===== src/rtl/pport_pkg.sv =====
package pport_pkg;

  localparam logic [1:0] SEL_A   = 2'd0;
  localparam logic [1:0] SEL_B   = 2'd1;
  localparam logic [1:0] SEL_C   = 2'd2;
  localparam logic [1:0] SEL_CTL = 2'd3;

  typedef struct packed {
    logic a_strb;  // group A strobed
    logic a_in;    // port A input
    logic cu_in;   // port C upper nibble input
    logic b_strb;  // group B strobed
    logic b_in;    // port B input
    logic cl_in;   // port C lower nibble input
  } pp_cfg_t;

  localparam pp_cfg_t CFG_RST = '{1'b0, 1'b1, 1'b1, 1'b0, 1'b1, 1'b1};

endpackage


===== src/rtl/pport_cfg.sv =====
module pport_cfg
  import pport_pkg::*;
#(
  parameter int DW = 8
) (
  input  logic          clk,
  input  logic          rst_n,
  input  logic          ctl_wr,
  input  logic          pc_wr,
  input  logic [DW-1:0] wdata,
  output pp_cfg_t       cfg,
  output logic          mode_clr,
  output logic [DW-1:0] pc_lat,
  output logic [1:0]    inte
);
  localparam int NW = DW / 2;
  localparam int BW = $clog2(DW);

  logic          bit_cmd;
  logic [BW-1:0] bsel;
  pp_cfg_t       nxt;

  assign mode_clr = ctl_wr & wdata[7] & ~wdata[6];
  assign bit_cmd  = ctl_wr & ~wdata[7];
  assign bsel     = wdata[BW:1];
  assign nxt      = '{wdata[5], wdata[4], wdata[3], wdata[2], wdata[1], wdata[0]};

  always_ff @(posedge clk or negedge rst_n) begin
    if (!rst_n) begin
      cfg    <= CFG_RST;
      pc_lat <= '0;
      inte   <= '0;
    end else if (mode_clr) begin
      cfg    <= nxt;
      pc_lat <= '0;
      inte   <= '0;
    end else if (bit_cmd) begin
      pc_lat[bsel] <= wdata[0];
      if (bsel == BW'(NW)) inte[1] <= wdata[0];
      if (bsel == '0)      inte[0] <= wdata[0];
    end else if (pc_wr) begin
      pc_lat <= wdata;
    end
  end

  p_bidir_rejected_r3: assert property (@(posedge clk) disable iff (!rst_n)
    (ctl_wr && wdata[7] && wdata[6]) |=> ($stable(cfg) && $stable(pc_lat) && $stable(inte)));

endmodule


===== src/rtl/pport_hs.sv =====
module pport_hs #(
  parameter int DW = 8
) (
  input  logic          clk,
  input  logic          rst_n,
  input  logic          clr,
  input  logic          en,
  input  logic          dir_in,
  input  logic          inte,
  input  logic          hs_pin,
  input  logic          rd_hit,
  input  logic          wr_hit,
  input  logic [DW-1:0] pin_data,
  output logic [DW-1:0] cap,
  output logic          full,
  output logic          intr
);
  logic hs_q;
  logic rise;

  assign rise = hs_pin & ~hs_q;

  always_ff @(posedge clk or negedge rst_n) begin
    if (!rst_n) begin
      hs_q <= 1'b1;
      full <= 1'b0;
      intr <= 1'b0;
      cap  <= '0;
    end else begin
      hs_q <= hs_pin;
      if (clr || !en) begin
        full <= 1'b0;
        intr <= 1'b0;
      end else if (dir_in) begin
        if (!hs_pin) begin
          cap  <= pin_data;
          full <= 1'b1;
        end else if (rd_hit) begin
          full <= 1'b0;
        end
        if (rise)        intr <= intr | inte;
        else if (rd_hit) intr <= 1'b0;
      end else begin
        if (!hs_pin)     full <= 1'b0;
        else if (wr_hit) full <= 1'b1;
        if (rise)        intr <= intr | inte;
        else if (wr_hit) intr <= 1'b0;
      end
    end
  end

  p_stb_sets_full_r8: assert property (@(posedge clk) disable iff (!rst_n)
    (en && dir_in && !hs_pin && !clr) |=> full);

  p_read_clears_flags_r8: assert property (@(posedge clk) disable iff (!rst_n)
    (en && dir_in && hs_pin && hs_q && rd_hit && !clr) |=> (!full && !intr));

  p_write_sets_obf_r10: assert property (@(posedge clk) disable iff (!rst_n)
    (en && !dir_in && hs_pin && hs_q && wr_hit && !clr) |=> (full && !intr));

  p_ack_clears_obf_r10: assert property (@(posedge clk) disable iff (!rst_n)
    (en && !dir_in && !hs_pin && !clr) |=> !full);

endmodule


===== src/rtl/pport_ctrl.sv =====
module pport_ctrl
  import pport_pkg::*;
#(
  parameter int DW = 8
) (
  input  logic          clk,
  input  logic          rst_n,
  input  logic          cs,
  input  logic          rd,
  input  logic          wr,
  input  logic [1:0]    sel,
  input  logic [DW-1:0] wdata,
  output logic [DW-1:0] rdata,
  input  logic [DW-1:0] pa_in,
  output logic [DW-1:0] pa_out,
  output logic [DW-1:0] pa_oe,
  input  logic [DW-1:0] pb_in,
  output logic [DW-1:0] pb_out,
  output logic [DW-1:0] pb_oe,
  input  logic [DW-1:0] pc_in,
  output logic [DW-1:0] pc_out,
  output logic [DW-1:0] pc_oe
);
  localparam int NW = DW / 2;

  pp_cfg_t              cfg;
  logic                 mode_clr;
  logic [DW-1:0]        pc_lat;
  logic [1:0]           inte;
  logic                 rd_cyc, wr_cyc;
  logic [1:0]           g_strb, g_pdir, g_ndir;
  logic [1:0][DW-1:0]   g_pin, lat_g, rdv_g;
  logic [DW-1:0]        pc_rd;

  assign rd_cyc = cs & rd;
  assign wr_cyc = cs & wr;

  // group 1 = A (upper C nibble), group 0 = B (lower C nibble)
  assign g_strb = {cfg.a_strb, cfg.b_strb};
  assign g_pdir = {cfg.a_in,   cfg.b_in};
  assign g_ndir = {cfg.cu_in,  cfg.cl_in};
  assign g_pin  = {pa_in, pb_in};

  pport_cfg #(.DW(DW)) u_cfg (
    .clk      (clk),
    .rst_n    (rst_n),
    .ctl_wr   (wr_cyc && sel == SEL_CTL),
    .pc_wr    (wr_cyc && sel == SEL_C),
    .wdata    (wdata),
    .cfg      (cfg),
    .mode_clr (mode_clr),
    .pc_lat   (pc_lat),
    .inte     (inte)
  );

  for (genvar g = 0; g < 2; g++) begin : g_grp
    localparam logic [1:0] MYSEL = (g == 1) ? SEL_A : SEL_B;
    localparam int         BASE  = g * NW;

    logic          rd_hit, wr_hit;
    logic [DW-1:0] lat, cap;
    logic          full, intr;
    logic [NW-1:0] nib_out, nib_oe, gen_v, stat;

    assign rd_hit = rd_cyc && sel == MYSEL;
    assign wr_hit = wr_cyc && sel == MYSEL;

    always_ff @(posedge clk or negedge rst_n) begin
      if (!rst_n)        lat <= '0;
      else if (mode_clr) lat <= '0;
      else if (wr_hit)   lat <= wdata;
    end

    pport_hs #(.DW(DW)) u_hs (
      .clk      (clk),
      .rst_n    (rst_n),
      .clr      (mode_clr),
      .en       (g_strb[g]),
      .dir_in   (g_pdir[g]),
      .inte     (inte[g]),
      .hs_pin   (pc_in[BASE]),
      .rd_hit   (rd_hit),
      .wr_hit   (wr_hit),
      .pin_data (g_pin[g]),
      .cap      (cap),
      .full     (full),
      .intr     (intr)
    );

    assign gen_v = g_ndir[g] ? pc_in[BASE +: NW] : pc_lat[BASE +: NW];

    always_comb begin
      if (g_strb[g]) begin
        nib_out = {pc_lat[BASE+NW-1 : BASE+3], intr, full, 1'b0};
        nib_oe  = {{(NW-3){~g_ndir[g]}}, 1'b1, 1'b1, 1'b0};
        stat    = {gen_v[NW-1:3], intr, full, inte[g]};
      end else begin
        nib_out = pc_lat[BASE +: NW];
        nib_oe  = {NW{~g_ndir[g]}};
        stat    = gen_v;
      end
    end

    assign pc_out[BASE +: NW] = nib_out;
    assign pc_oe[BASE +: NW]  = nib_oe;
    assign pc_rd[BASE +: NW]  = stat;
    assign lat_g[g] = lat;
    assign rdv_g[g] = (g_strb[g] && g_pdir[g]) ? cap :
                      g_pdir[g]                ? g_pin[g] : lat;
  end

  assign pa_out = lat_g[1];
  assign pb_out = lat_g[0];
  assign pa_oe  = {DW{~cfg.a_in}};
  assign pb_oe  = {DW{~cfg.b_in}};

  always_comb begin
    rdata = '0;
    if (rd_cyc) begin
      case (sel)
        SEL_A:   rdata = rdv_g[1];
        SEL_B:   rdata = rdv_g[0];
        SEL_C:   rdata = pc_rd;
        default: rdata = '0;
      endcase
    end
  end

  p_modeset_clears_r2: assert property (@(posedge clk) disable iff (!rst_n)
    mode_clr |=> (pa_out == '0 && pb_out == '0 && pc_out == '0));

endmodule


===== config.mk =====
export PLATFORM = sky130hd
export DESIGN_NAME = pport_ctrl
export DESIGN_NICKNAME = d
export VERILOG_FILES = /design/src/rtl/pport_pkg.sv /design/src/rtl/pport_cfg.sv /design/src/rtl/pport_hs.sv /design/src/rtl/pport_ctrl.sv
export SDC_FILE = /design/constraint.sdc
export NUM_CORES = 1
export LEC_CHECK = 0
export BUFFER_PORTS_ARGS = -buffer_cell sky130_fd_sc_hd__buf_2
export CAP_MARGIN = 15
export CORE_UTILIZATION = 52
export CTS_BUF_LIST = sky130_fd_sc_hd__clkbuf_16
export CTS_CLUSTER_SIZE = 20
export DETAILED_ROUTE_END_ITERATION = 12
export PLACE_DENSITY = 0.8
export SYNTH_ARGS = -nofsm -noshare
export SYNTH_HDL_FRONTEND = slang
export SYNTH_SLANG_ARGS = --single-unit

===== constraint.sdc =====
create_clock -name clk -period 2.2 [get_ports clk]
set_input_delay 0.44 -clock clk [delete_from_list [all_inputs] [get_ports clk]]
set_output_delay 0.44 -clock clk [all_outputs]
set_load 0.05 [all_outputs]

==> reports/results.tsv, run 1 <==
metric	value	unit
fin crit share	102	%
vias in the first global route	3056	
Critical Path AT	1.81	ns
final non-filler cell area	0.00432	mm²
Final Max Tran Viols	0	
CP Launch Type	flip-flop	
worst path cell trace	buf_6, mux2i_1, a211oi_2, nor3_1, a211oi_2, buf_6	
outcome	finished, violations left	
largest cells by area after synthesis	dfrtp_1 35%, mux2_2 8.3%, mux2i_1 6.7%	
drt total wl	9.90	mm
first-pass GRT wire length	15.8	mm
P&R area growth vs syn	26.5	%
share of cells above drive strength 1	43.1	%
worst slew pin tran	0.502	ns
VDD IR max	790	µV
CTS root buf	clkbuf_16	
Final TNS setup	-0.0681	ns
Yosys top cell area share	35.2	%
FFs w/ async S/R, synth	100	%
Achievable Freq	445	MHz
Worst R2R Setup Slack	0.42	ns
routability congestion estimate	0.880	
Rows	29	
HPWL Detailed	7.00	mm
wire per inst	18.6	µm
Post-synth top cells	48 x dfrtp_1, 47 x nand2_1, 36 x a21oi_1	
initial antenna violation count	0	
Post-synth EDFFs	0	
Hold Vio Cnt, Final	0	
CP endpoint kind	output pin	
PortBufs	94	
highest-delay cell along the critical path	dfrtp_2	
Mapped Area	0.00341	mm²
largest net degree at the start of global routing	27	
class of the worst hold path	input port to async pin	
Max transition margin	66.6	%
Power Dens Cells	1060	mW/mm²
crit-path max FO	5	
grt ovf	0	
min cycle time layout	2.25	ns
depth of the most critical reg-to-reg path	6	
Met2 Wirelength	4.76	mm
Final nets	495	
syn_nets	414	
CTS tree	built	
RSZ-0062 raised after global routing	true	
n_diodes	0	
drc violations	0	
met1 WL	4.05	mm
vias per std cell	6.14	
CP bufs+invs	2	
Fill cells	491	
die area	0.00689	mm²
starting DRC count in detailed routing	339	
I/O pin count	95	
Die H	83.0	µm
Clock Path Buffers	2	
ANT nets after route	0	
Placement Cell Area	0.00391	mm²
initial core utilization	53.7	%
Worst-path clk slew	0.07	ns
via count	3267	
Critical Path Start	u_cfg.cfg[5]	
DR pass1 iterations	5	
critical path class	flip-flop to output pin	
max cap viols	0	
Post-Synthesis Cells	373	
worst stage delay on the critical path	0.44	ns
Layout Utilization	68.0	%
failing checks	negative setup slack	
worst endpoint required time	1.76	ns
Syn Area/Cell	9.14	µm²
Hold Buf Count CTS	0	
sequential-to-total area share from yosys stat	39.8	%
Final setup viols	2	
worst skew pair latency	0.29	ns
Yosys reg bits	54	
largest area contributor in the netlist	dfrtp_1	
clock skew	0.00306	ns
CTS buffer count	5	
leakage power	1.94	nW
core region area	0.00635	mm²
Worst Slack Setup Final	-0.0497	ns
count leader, synth	dfrtp_1	
top_reg_cell synth	dfrtp_1	
die width	83.0	µm
CP top delay family	flip-flops	
r2r endpoint	g_grp[0].u_hs.full	
top sig layer	met4	
H-tree levels	2	
Sink Count	54	
Total GRT Usage	29.3	%
Synth cell types	47	
beginning of the worst register-to-register path	u_cfg.cfg[1]	
Hold WS	0.0787	ns
DR WL met3	756	µm
Yosys warning count	0	
## flip-flops by register name, summed over array words and instances, names as in the netlist
name and cells:
g_grp.u_hs.cap 16, pa_out 8, pb_out 8, u_cfg.pc_lat 8
u_cfg.cfg 6, g_grp.u_hs.full 2, g_grp.u_hs.hs_q 2, g_grp.u_hs.intr 2
u_cfg.inte 2
## metal layers
metal | track usage [%] | vias to the layer above
met5 | 0 | -
met4 | 11.4 | 0
met3 | 4.97 | 38
met2 | 47.2 | 189
met1 | 39.6 | 1565
li1 | - | 1475
## kinds of logic after synthesis
| family | count (synthesis) | share of synthesized area [%] |
|---|---|---|
| AND/OR/NAND/NOR | 110 | 17.5 |
| multiplexers | 49 | 15.3 |
| buffers and inverters | 61 | 9.57 |
| flip-flops | 54 | 39.8 |
| AO/OA/AOI/OAI | 97 | 17.1 |
| adder cells (fa/ha/maj) | 2 | 0.734 |
## worst reg2reg max path, cell delays in order, from the launching register on
cell and delay [ns]:
dfstp_4 0.68, buf_8 0.15, inv_1 0.11, ha_1 0.21
a32oi_1 0.22, nor2_1 0.08, a211oi_1 0.23
## what timing repair did
action                                  4_1_cts  5_1_grt
buffers inserted                              4        2
gates cloned                                  0        0
resized for setup                            27       26
pin swaps                                    11        7
endpoints found under the setup margin        8        8
## how the worst max path moves through the flow
stage               end  slack [ns]  cells after the start
6_report       rdata[4]       -0.05                      6
5_1_grt        rdata[2]       -0.09                      6
4_1_cts        rdata[6]      0.0004                      4
3_5_place_dp   rdata[4]        0.07                      6
3_3_place_gp   rdata[2]        0.11                      6
2_1_floorplan  rdata[6]       -0.14                      5
## final cells by class
type | instances | area, µm² | share of cell area [%]
multi-input combinational | 258 | 1850 | 42.8
timing repair buffer | 121 | 766 | 17.7
tap | 77 | 96.3 | 2.23
sequential | 54 | 1360 | 31.6
clock buffer | 5 | 125 | 2.90
clock inverter | 3 | 63.8 | 1.48
inverter | 14 | 52.6 | 1.22
## per-stage QoR
stage	cells	worst slack, ns	total power [W]
floorplan	373	-0.142	0.00302
global placement	518	0.113	0.00336
detailed placement	518	0.0692	0.00340
CTS	530	0.000361	0.00447
global route	532	-0.0934	0.00477
finish	532	-0.0497	0.00457
## report_power, final
| part | total (W) | switching, W | internal, W |
|---|---|---|---|
| combinational | 0.00203 | 0.00136 | 0.000677 |
| clock | 0.00100 | 0.000354 | 0.000648 |
| sequential | 0.00154 | 0.000255 | 0.00128 |
| total | 0.00457 | 0.00197 | 0.00261 |
## placed cells by master, fill, tap and decap left out, drive strengths merged, types with 2 or more instances in the layout
cell / instances
a211oi: 17
a21o: 2
a21oi: 37
a311oi: 3
a32oi: 2
buf: 121
bufinv: 2
clkbuf: 5
dfrtp: 48
dfstp: 6
ha: 2
inv: 14
mux2: 26
mux2i: 23
nand2: 47
nand2b: 6
nand3: 2
nand4: 2
nand4b: 4
nand4bb: 2
nor2: 24
nor3: 12
nor4: 2
o21ai: 27
o31ai: 2
o41ai: 2
or2: 2
or3: 2
No activity file was read; power rests on OpenSTA's default activity.
==> run 2, diff against run 1 <==
Settings changed: CORE_ASPECT_RATIO set to 0.7, TNS_END_PERCENT set to 10.
==> run 2 against run 1 <==
- the flow still finishes with violations (negative setup slack)
- critical path depth did not move
- clock power is 25% lower
- wire length decreased by 0.61%
- combinational power is 2% lower
- non-clock buffer count grew 2
- count of clock-buffer cells in the layout unchanged
==> reports/results.tsv, run 2 (same netlist as run 1, synthesis figures left out) <==
metric	value	unit
Max transition margin	64.3	%
grt ovf	0	
class of the worst hold path	input port to async pin	
clock skew	0.00240	ns
I/O pin count	95	
P&R area growth vs syn	22.9	%
Final setup viols	4	
most frequent cells in the layout	86 x buf_2, 47 x nand2_1, 46 x dfrtp_1	
Layout Utilization	66.8	%
Worst R2R Setup Slack	0.32	ns
Worst-path clk slew	0.07	ns
worst endpoint required time	1.76	ns
critical path class	flip-flop to output pin	
DR pass1 iterations	4	
highest-delay cell along the critical path	dfrtp_2	
outcome	finished, violations left	
Die H	69.8	µm
vias in the first global route	2943	
Biggest register	g_grp.u_hs.cap	
CTS root buf	clkbuf_16	
beginning of the worst register-to-register path	u_cfg.cfg[1]	
drt total wl	9.84	mm
routability congestion estimate	0.918	
starting DRC count in detailed routing	178	
die width	98.8	µm
worst slew pin tran	0.535	ns
CP Launch Type	flip-flop	
Total GRT Usage	28.9	%
CP bufs+invs	2	
worst stage delay on the critical path	0.44	ns
ANT nets after route	0	
Critical Path AT	1.78	ns
max reg flops	16	
largest net degree at the start of global routing	35	
CP top delay family	compound AO/OA/AOI/OAI gates	
initial antenna violation count	0	
Sink Count	54	
Rows	24	
worst skew pair latency	0.29	ns
r2r endpoint	g_grp[0].u_hs.full	
drc violations	0	
leakage power	1.92	nW
core region area	0.00628	mm²
fin crit share	101	%
Worst Slack Setup Final	-0.0224	ns
RSZ-0062 raised after global routing	true	
CP endpoint kind	output pin	
H-tree levels	2	
initial core utilization	54.3	%
Power Dens Cells	1020	mW/mm²
CTS buffer count	5	
commonest non-fill, non-tap cell in the layout	buf_2	
failing checks	negative setup slack	
VDD IR max	741	µV
Hold Vio Cnt, Final	0	
worst path cell trace	buf_12, mux2i_1, a211oi_1, nor3_1, a211oi_2, buf_6	
min cycle time layout	2.22	ns
wire per inst	18.4	µm
vias per std cell	5.87	
PortBufs	94	
HPWL Detailed	7.02	mm
max cap viols	0	
n_diodes	0	
Final Max Tran Viols	0	
die area	0.00689	mm²
Final TNS setup	-0.0489	ns
CTS tree	built	
first-pass GRT wire length	15.3	mm
share of cells above drive strength 1	40.0	%
Clock Path Buffers	2	
Setup WS pre-CTS	0.0517	ns
depth of the most critical reg-to-reg path	7	
Final nets	497	
Achievable Freq	450	MHz
via count	3141	
crit-path max FO	6	
==> run 2: changes by cell type in the layout (fill, tap and decap cells not counted), moves of 3 or more <==
cell,delta
buf_6,-6
buf_4,+8
a211oi_1,+5
inv_1,+3
a211oi_2,-5
mux2i_1,+3
==> run 2: area by class of cell <==
| cell class | count | area, µm² |
|---|---|---|
| fillers | 518 | 2080 |
| multi-input cells | 258 | 1780 |
| flip-flops and latches | 54 | 1370 |
| repair buffers | 123 | 763 |
| clock buffers | 5 | 125 |
| well taps | 78 | 97.6 |
| inverters | 14 | 52.6 |
| clock inverters | 3 | 11.3 |
==> run 2: power by group <==
| group | leakage [nW] | total (W) | internal (W) | switching (W) |
|---|---|---|---|---|
| Sequential | 0.658 | 0.00151 | 0.00128 | 0.000227 |
| Combinational | 1.18 | 0.00199 | 0.000654 | 0.00134 |
| Clock | 0.0776 | 0.000754 | 0.000411 | 0.000343 |
==> run 2: stage by stage <==
stage | instance area, µm² | std cells | hold slack [ns] | power, W
floorplan | 3440 | 373 | 0.144 | 0.00302
global placement | 3910 | 518 | 0.444 | 0.00335
detailed placement | 3910 | 518 | 0.450 | 0.00340
CTS | 4180 | 535 | 0.137 | 0.00425
global route | 4190 | 535 | 0.148 | 0.00445
finish | 4190 | 535 | 0.125 | 0.00426
==> run 2: worst register-to-register path, cell delays in order (launching register included) <==
cell	delay [ns]
dfstp_4	0.67
buf_4	0.18
buf_4	0.14
inv_1	0.11
ha_1	0.21
a32oi_1	0.21
nor2_1	0.06
a211oi_1	0.21
==> run 2: routing by layer <==
| layer | global-route usage [%] | vias up | wire [µm] |
|---|---|---|---|
| li1 | - | 1468 | - |
| met1 | 41.8 | 1490 | 4440 |
| met2 | 42.5 | 168 | 4340 |
| met3 | 7.16 | 15 | 901 |
| met4 | 9.29 | 0 | 158 |
| met5 | 0 | - | 0 |
==> run 2: timing repair <==
item,CTS,global route
pin swaps,6,2
gates resized for setup,25,6
hold buffers,0,0
endpoints found under the setup margin,8,8
buffers inserted,9,0
==> run 2: how the worst max path moves through the flow <==
stage / slack, ns / depth (start not counted) / to / start
floorplan: -0.18 / 5 / rdata[7] / sel[1]
global placement: 0.07 / 6 / rdata[6] / sel[0]
detailed placement: 0.05 / 6 / rdata[6] / sel[0]
CTS: -0.06 / 6 / rdata[6] / u_cfg.cfg[5]
global route: -0.11 / 6 / rdata[1] / u_cfg.cfg[4]
finish: -0.02 / 6 / rdata[6] / u_cfg.cfg[5]
